[src/rtl/fcg_pkg.sv]
package fcg_pkg;
  localparam int REG_W    = 8;
  localparam int NUM_IRQ  = 3;
  localparam int B_RW     = 1;
  localparam int B_MODE   = 2;
  localparam int B_STOP   = 3;
  localparam int B_SRST   = 4;
  localparam int B_IE_LO  = 5;
  localparam int B_IE_HI  = B_IE_LO + NUM_IRQ - 1;
endpackage

[src/rtl/fcg_unlock.sv]
module fcg_unlock (
  input  logic clk,
  input  logic rst,
  input  logic wr,
  input  logic rd,
  input  logic wbit,
  input  logic clear_ok,
  output logic rw_en,
  output logic rejected
);
  logic armed;

  always_ff @(posedge clk) begin
    if (rst) begin
      armed    <= 1'b0;
      rw_en    <= 1'b0;
      rejected <= 1'b0;
    end else begin
      if (wr || rd) armed <= wr && !wbit;
      if (wr) begin
        if (wbit) begin
          if (!rw_en) begin
            if (armed) rw_en    <= 1'b1;
            else       rejected <= 1'b1;
          end
        end else if (rw_en && clear_ok) begin
          rw_en <= 1'b0;
        end
      end
    end
  end
endmodule

[src/rtl/fcg_ctrl_bits.sv]
module fcg_ctrl_bits
  import fcg_pkg::*;
(
  input  logic               clk,
  input  logic               rst,
  input  logic               wr,
  input  logic               w_mode,
  input  logic               w_stop,
  input  logic               w_srst,
  input  logic [NUM_IRQ-1:0] w_ien,
  input  logic               rw_en,
  input  logic               ready,
  output logic               mode,
  output logic               stop,
  output logic               srst_pulse,
  output logic [NUM_IRQ-1:0] ien
);
  always_ff @(posedge clk) begin
    if (rst) begin
      mode       <= 1'b0;
      stop       <= 1'b0;
      srst_pulse <= 1'b0;
      ien        <= '0;
    end else begin
      srst_pulse <= wr && w_srst && rw_en && !ready;
      if (wr) begin
        mode <= w_mode;
        ien  <= w_ien;
        if (!w_stop)             stop <= 1'b0;
        else if (rw_en && ready) stop <= 1'b1;
      end
    end
  end
endmodule

[src/rtl/fcg_irq_mask.sv]
module fcg_irq_mask #(
  parameter int N = 3
) (
  input  logic         clk,
  input  logic         rst,
  input  logic [N-1:0] pend,
  input  logic [N-1:0] ien,
  output logic [N-1:0] irq
);
  for (genvar i = 0; i < N; i++) begin : g_line
    always_ff @(posedge clk) begin
      if (rst) irq[i] <= 1'b0;
      else     irq[i] <= pend[i] && ien[i];
    end
  end
endmodule

[src/rtl/flash_ctl_guard.sv]
module flash_ctl_guard
  import fcg_pkg::*;
(
  input  logic             clk,
  input  logic             rst,
  input  logic             bus_wr,
  input  logic             bus_rd,
  input  logic [REG_W-1:0] bus_wdata,
  output logic [REG_W-1:0] bus_rdata,
  input  logic             flash_ready,
  input  logic             err_pend,
  input  logic             acc_pend,
  input  logic             rdy_pend,
  output logic             rewrite_en,
  output logic             mode_b,
  output logic             flash_off,
  output logic             seq_reset,
  output logic             irq_err,
  output logic             irq_acc,
  output logic             irq_rdy,
  output logic             unlock_rejected
);
  logic               stop_q;
  logic [NUM_IRQ-1:0] ien_q;
  logic [NUM_IRQ-1:0] irq_q;
  logic               unused_wbits;

  assign unused_wbits = bus_wdata[0];

  fcg_unlock u_unlock (
    .clk      (clk),
    .rst      (rst),
    .wr       (bus_wr),
    .rd       (bus_rd),
    .wbit     (bus_wdata[B_RW]),
    .clear_ok (!rdy_pend && !acc_pend),
    .rw_en    (rewrite_en),
    .rejected (unlock_rejected)
  );

  fcg_ctrl_bits u_bits (
    .clk        (clk),
    .rst        (rst),
    .wr         (bus_wr),
    .w_mode     (bus_wdata[B_MODE]),
    .w_stop     (bus_wdata[B_STOP]),
    .w_srst     (bus_wdata[B_SRST]),
    .w_ien      (bus_wdata[B_IE_HI:B_IE_LO]),
    .rw_en      (rewrite_en),
    .ready      (flash_ready),
    .mode       (mode_b),
    .stop       (stop_q),
    .srst_pulse (seq_reset),
    .ien        (ien_q)
  );

  fcg_irq_mask #(.N(NUM_IRQ)) u_irq (
    .clk  (clk),
    .rst  (rst),
    .pend ({rdy_pend, acc_pend, err_pend}),
    .ien  (ien_q),
    .irq  (irq_q)
  );

  assign irq_err   = irq_q[0];
  assign irq_acc   = irq_q[1];
  assign irq_rdy   = irq_q[2];
  assign flash_off = stop_q;
  assign bus_rdata = {ien_q, 1'b0, stop_q, mode_b, rewrite_en, 1'b0};
endmodule

[config.mk]
export PLATFORM = sky130hd
export DESIGN_NAME = flash_ctl_guard
export DESIGN_NICKNAME = d
export VERILOG_FILES = /design/src/rtl/fcg_pkg.sv /design/src/rtl/fcg_unlock.sv /design/src/rtl/fcg_ctrl_bits.sv /design/src/rtl/fcg_irq_mask.sv /design/src/rtl/flash_ctl_guard.sv
export SDC_FILE = /design/constraint.sdc
export NUM_CORES = 1
export LEC_CHECK = 0
export ABC_CLOCK_PERIOD_IN_PS = 1460
export BUFFER_PORTS_ARGS = -buffer_cell sky130_fd_sc_hd__buf_2
export CAP_MARGIN = 10
export CORE_AREA = 4 4 41 43
export DETAILED_ROUTE_END_ITERATION = 10
export DIE_AREA = 0 0 45 47
export PLACE_DENSITY = 0.71
export SLEW_MARGIN = 30
export SYNTH_ARGS = -nofsm -noshare
export SYNTH_HDL_FRONTEND = slang
export SYNTH_SLANG_ARGS = --single-unit
[constraint.sdc]
create_clock -name clk -period 1.46 [get_ports clk]
set_input_delay 0.146 -clock clk [delete_from_list [all_inputs] [get_ports clk]]
set_output_delay 0.146 -clock clk [all_outputs]
set_load 0.01 [all_outputs]
==> run metrics, run 1 <==
class of the tightest hold or removal check=input pin to register; Synth Register Bits=12; Mapped Avg Cell Area=9.91 um^2; core area=1300 um^2; Mapped Cells=49; wirelength, routed=1.07 mm; top cell type's share of synthesized area=49.5%; DP HPWL=825 um; RSZ-0062 raised after global routing=no; critical-path cell list=buf_2; R2R Path Start=u_unlock.armed; htree depth=1; final setup vio count=0; fillers=138; CTS Root Cell=clkbuf_4; startpoint kind of the worst setup timing path=register; Slew Limit Fails=0; global-route met1 utilization=11.6%; Pre-antenna DRT Iters=1; Max stage delay on crit path=0.44 ns; CTS Hold Bufs=0; GRT busiest layer=met2; CP endpoint=rewrite_en; # IOs=32; Final Instance Area=617 um^2; type of the worst setup path=register to output pin; placed cell area=594 um^2; Num CTS Buffers=3; Max-cap violations=0; Crit-path slowest cell=dfxtp_1; Clock transition at path regs=0.07 ns; post-synthesis sequential area ratio=49.5%; vias per inst=4.58; Crit path depth=1; area leader, netlist=dfxtp_1; overflow left after global routing=0; final hold vios=0; GRT met3 Usage=2.68%; CP required=1.31 ns; fin crit period=1.02 ns; detailed-route via count=408; n_diodes=0; worst hold margin=0.111 ns; Post-CTS Setup Inserts=0; reg-to-reg slack, setup=0.56 ns; clk sink count=12; Max Freq=979 MHz; status=finished clean; Area Overhead vs Synth=27.1%; drt drc=0; Largest delay share family, worst path=flip-flops; CP Buf/Inv Count=1; period utilization=69.9%; I/O Buffers=28; CTS tree=built; number of core rows=13; ranking of synthesized cells by area=dfxtp_1, mux2i_1, buf_4; Clock Skew=0.00214 ns; Setup crit start=u_unlock.rw_en; Pwr Density=1010 nW/um^2; crit path DAT=0.87 ns; die area=2120 um^2; die width=45 um; post-route setup TNS=0 ns; Post-CTS Resized=0; GR Layer Usage met2=15.0%; largest net degree at the start of global routing=13; R2R depth=2; Initial Util=37.3%; mean routed wirelength per cell=12.1 um; Yosys warning count=0; Yosys cell types=20; CTS Buffer Depth=2; vias in the first global route=338; Die Ht=47 um; endpoint class of the critical path=output pin; initial antenna violation count=0; peak supply drop=427 uV; layout net count=92; first-pass GRT wire length=1.45 mm; share of layout cells above drive strength 1=45.9%; RD Place Congestion=0.623; Lkg Pwr=0.000311 uW; post-route ant nets=0; Post-Syn Area=485 um^2; CP max FO=7; GRT Util Overall=9.94%; reg-to-reg endpoint=u_unlock.armed; Initial DRC Count=0; latest clock arrival within the worst-skew pair=0.26 ns
[kinds of logic (layout without fill, tap and decap cells)]
family	count (synthesis)	in the layout	share of synthesized area, %
DFF	12	12	49.5
other	1	2	0.772
buffers and inverters	8	32	11.9
muxes	4	4	8.25
AOI/OAI and AO/OA	4	4	5.16
and+or+nand+nor	20	20	24.5
[cell usage after synthesis]
master     number
a21oi_1         2
mux2i_1         4
nor2b_1         1
buf_2           1
dfxtp_1        12
nor4b_2         1
a31oi_1         1
nand2b_1        1
nand4b_1        1
nor2_1          9
buf_4           5
buf_6           1
nor3_1          1
inv_1           1
or3b_1          1
nand4bb_1       1
nor4_2          1
a21oi_2         1
conb_1          1
nand2_1         3
[sequential cells by signal, indices dropped and copies added, names as in the netlist]
name               count
u_bits.srst_pulse      1
u_bits.stop            1
u_unlock.armed         1
u_bits.ien             3
u_irq.irq              3
u_unlock.rejected      1
u_bits.mode            1
u_unlock.rw_en         1
[layout by cell type (no fill, tap or decap)]
master	n
nor2_1	9
mux2i_1	4
a21oi_2	1
conb_1	2
nor2b_1	1
or3b_1	1
nor4b_2	1
a31oi_1	1
inv_1	1
a21oi_1	2
nand4bb_1	1
nand2_1	3
dfxtp_1	12
nand2b_1	1
clkbuf_4	3
nor3_1	1
nand4b_1	1
nor4_2	1
buf_2	28
[where the power goes]
part | internal, uW | leakage [uW] | switching [uW]
registers | 339 | 0.0000981 | 7.39
logic | 36.3 | 0.000199 | 40.3
clock network | 95.2 | 0.0000138 | 104
[how the worst min path moves through the flow]
stage,endpoint,startpoint,slack [ns],cells after the start
6_report,u_irq.irq[0],err_pend,0.11,3
5_1_grt,u_irq.irq[0],err_pend,0.11,3
4_1_cts,u_irq.irq[1],acc_pend,0.10,3
3_5_place_dp,u_irq.irq[1],acc_pend,0.39,3
3_3_place_gp,u_irq.irq[0],err_pend,0.36,3
2_1_floorplan,u_unlock.rw_en,rst,0.22,1
[area by class of cell]
class | count | area (um^2) | share of cell area (%)
Multi-Input combinational cell | 30 | 191 | 31.0
Sequential cell | 12 | 240 | 38.9
Timing Repair Buffer | 28 | 140 | 22.7
Clock buffer | 3 | 22.5 | 3.65
Tap cell | 15 | 18.8 | 3.04
Inverter | 1 | 3.75 | 0.609
[per-stage QoR]
step,power (uW),util (%),setup slack (ns),instances
2_1_floorplan,402,-,0.611,50
3_3_place_gp,429,45.7,0.532,86
3_5_place_dp,432,45.7,0.524,86
4_1_cts,629,47.4,0.421,89
5_1_grt,650,47.4,0.363,89
6_report,623,47.4,0.439,89
[metal layers]
metal / vias up / wire (um)
li1: 210 / -
met1: 182 / 444
met2: 14 / 547
met3: 2 / 74
met4: 0 / 8
met5: - / 0
Power figures use the tool's default switching activity.
==> inputs of run 2 (changes only) <==
--- a/config.mk
+++ b/config.mk
@@ -5,7 +5,8 @@
 export SDC_FILE = /design/constraint.sdc
 export NUM_CORES = 1
 export LEC_CHECK = 0
-export ABC_CLOCK_PERIOD_IN_PS = 1460
+export ABC_AREA = 1
+export ABC_CLOCK_PERIOD_IN_PS = 1100
 export BUFFER_PORTS_ARGS = -buffer_cell sky130_fd_sc_hd__buf_2
 export CAP_MARGIN = 10
 export CORE_AREA = 4 4 41 43
==> constraint.sdc (replaced) <==
create_clock -name clk -period 1.1 [get_ports clk]
set_input_delay 0.11 -clock clk [delete_from_list [all_inputs] [get_ports clk]]
set_output_delay 0.11 -clock clk [all_outputs]
set_load 0.01 [all_outputs]
==> run metrics, run 2 <==
vias in the first global route=389; reg-to-reg endpoint=u_unlock.rw_en; Max-cap violations=0; R2R depth=4; class of the tightest hold or removal check=input pin to register; Internal Pwr Total=631 uW; vias per inst=4.41; largest net degree at the start of global routing=11; Gate power share=13.7%; first-pass GRT wire length=1.43 mm; top cell type's share of synthesized area=49.5%; type of the worst setup path=register to output pin; synth cell count leaders=nor2_1, dfxtp_1, nand2_1; sequential group share of total power=55.3%; post-route ant nets=0; Non-Filler Instances=102; placed cell area=599 um^2; top-count cell post-synth=nor2_1; Post-Syn Area=485 um^2; endpoint class of the critical path=output pin; DP HPWL=836 um; Post-CTS Setup Inserts=0; initial antenna violation count=0; Initial DRC Count=4; post-route setup TNS=0 ns; Slew Limit Fails=0; # IOs=32; Mapped Cells=61; CP max FO=6; core area=1300 um^2; worst hold margin=0.0154 ns; Clk network pwr share=30.9%; detailed-route via count=450; ranking of synthesized cells by area=dfxtp_1, nor2_1, buf_4; overflow left after global routing=0; Post-CTS Resized=0; final hold vios=0; Sw Share=25.0%; Max stage delay on crit path=0.41 ns; Clock Skew=0.00174 ns; Crit path depth=1; Hold Crit Endpoint=u_bits.srst_pulse; fin crit period=0.948 ns; Final Instance Area=622 um^2; Placed Cells=99; GRT Util Overall=9.62%; status=finished clean; final setup vio count=0; period utilization=86.2%; wirelength, routed=1.01 mm; Crit-path slowest cell=dfxtp_1; ys async rst share=0%; Post-synth EDFFs=0; post-synthesis sequential area ratio=49.5%; reg-to-reg slack, setup=0.29 ns; number of core rows=13; Die Ht=47 um; die area=2120 um^2; Hold Path Depth=2; Num CTS Buffers=3; drt drc=0; CTS tree=built; startpoint kind of the worst setup timing path=register; share of layout cells above drive strength 1=44.8%; fillers=137; I/O Buffers=28; most frequent cells in the layout=buf_2, nor2_1, dfxtp_1; Top Registers=u_bits.ien (3), u_irq.irq (3); Pwr Density=1350 nW/um^2; RSZ-0062 raised after global routing=no; RD Place Congestion=0.774; Max Freq=1050 MHz; Area Overhead vs Synth=28.1%; leading cell type in the layout, fill and taps excluded=buf_2; n_diodes=0; layout net count=105; clk sink count=12; Synth Register Bits=12; Lkg Pwr=0.000327 uW; Mapped Avg Cell Area=7.96 um^2; CTS Root Cell=clkbuf_4; critical-path cell list=buf_2; ys flop type=dfxtp_1; R2R Path Start=u_unlock.rw_en; CP required=0.99 ns; Yosys warning count=0; mean routed wirelength per cell=9.86 um; Pre-antenna DRT Iters=4; latest clock arrival within the worst-skew pair=0.26 ns; peak supply drop=498 uV; Yosys cell types=17; Clock transition at path regs=0.07 ns; CTS Buffer Depth=2; area leader, netlist=dfxtp_1; CTS Hold Bufs=0; die width=45 um; Largest delay share family, worst path=flip-flops; sw power=211 uW; Initial Util=37.3%; crit path DAT=0.84 ns; htree depth=1; CP Buf/Inv Count=1; Hold Startpoint=flash_ready
==> run 2: changes by cell type in the layout (fill, tap and decap cells not counted), moves of 2 or more <==
cell,change
nand2_1,+3
o21ai_0,+5
nand3_1,+2
nand2_2,+2
inv_1,+3
nor2_1,+5
mux2i_1,-4
inv_2,+2
==> run 2: power by group through the flow <==
stage	registers, uW	clock network [uW]	logic [uW]
after global placement	475	0	115
final	465	260	116
after global routing	468	284	129
after detailed placement	476	0	116
after floorplan	484	0	63.3
after CTS	465	269	117
==> run 2: how the worst max path moves through the flow <==
stage                   start             end  slack, ns
6_report       u_unlock.rw_en      rewrite_en       0.15
5_1_grt        u_unlock.rw_en      rewrite_en       0.10
4_1_cts        u_unlock.rw_en      rewrite_en       0.13
3_5_place_dp   u_unlock.rw_en  u_unlock.rw_en       0.28
3_3_place_gp   u_unlock.rw_en  u_unlock.rw_en       0.33
2_1_floorplan  u_unlock.rw_en  u_unlock.rw_en       0.30
==> run 2: layout make-up <==
cell class	count	area, um^2	area share [%]
multi-input cells	37	173	27.8
flip-flops and latches	12	240	38.6
clock buffers	3	22.5	3.62
repair buffers	28	140	22.5
well taps	15	18.8	3.02
inverters	7	27.5	4.43
==> run 2: metal layers <==
layer	GRT usage [%]	wire [um]	part of all wire (%)	up-vias
met3	2.68	136	14	4
met1	9.26	383	38	190
met4	8.77	27	2.7	0
li1	-	-	-	234
met5	0	0	0	-
met2	16.7	458	46	22
==> run 2: kinds of logic after synthesis <==
kind of cell    after synthesis  share of synthesized area [%]
simple gates                 26                           23.2
buf+inv                      13                           15.7
flops                        12                           49.5
compound gates                9                           10.8
other cells                   1                          0.772
==> run 2: stage by stage <==
step | setup slack, ns | power [uW] | utilization (%)
4_1_cts | 0.131 | 852 | 47.8
3_3_place_gp | 0.329 | 590 | 46.1
6_report | 0.152 | 841 | 47.8
5_1_grt | 0.100 | 881 | 47.8
3_5_place_dp | 0.285 | 592 | 46.1
2_1_floorplan | 0.300 | 547 | -
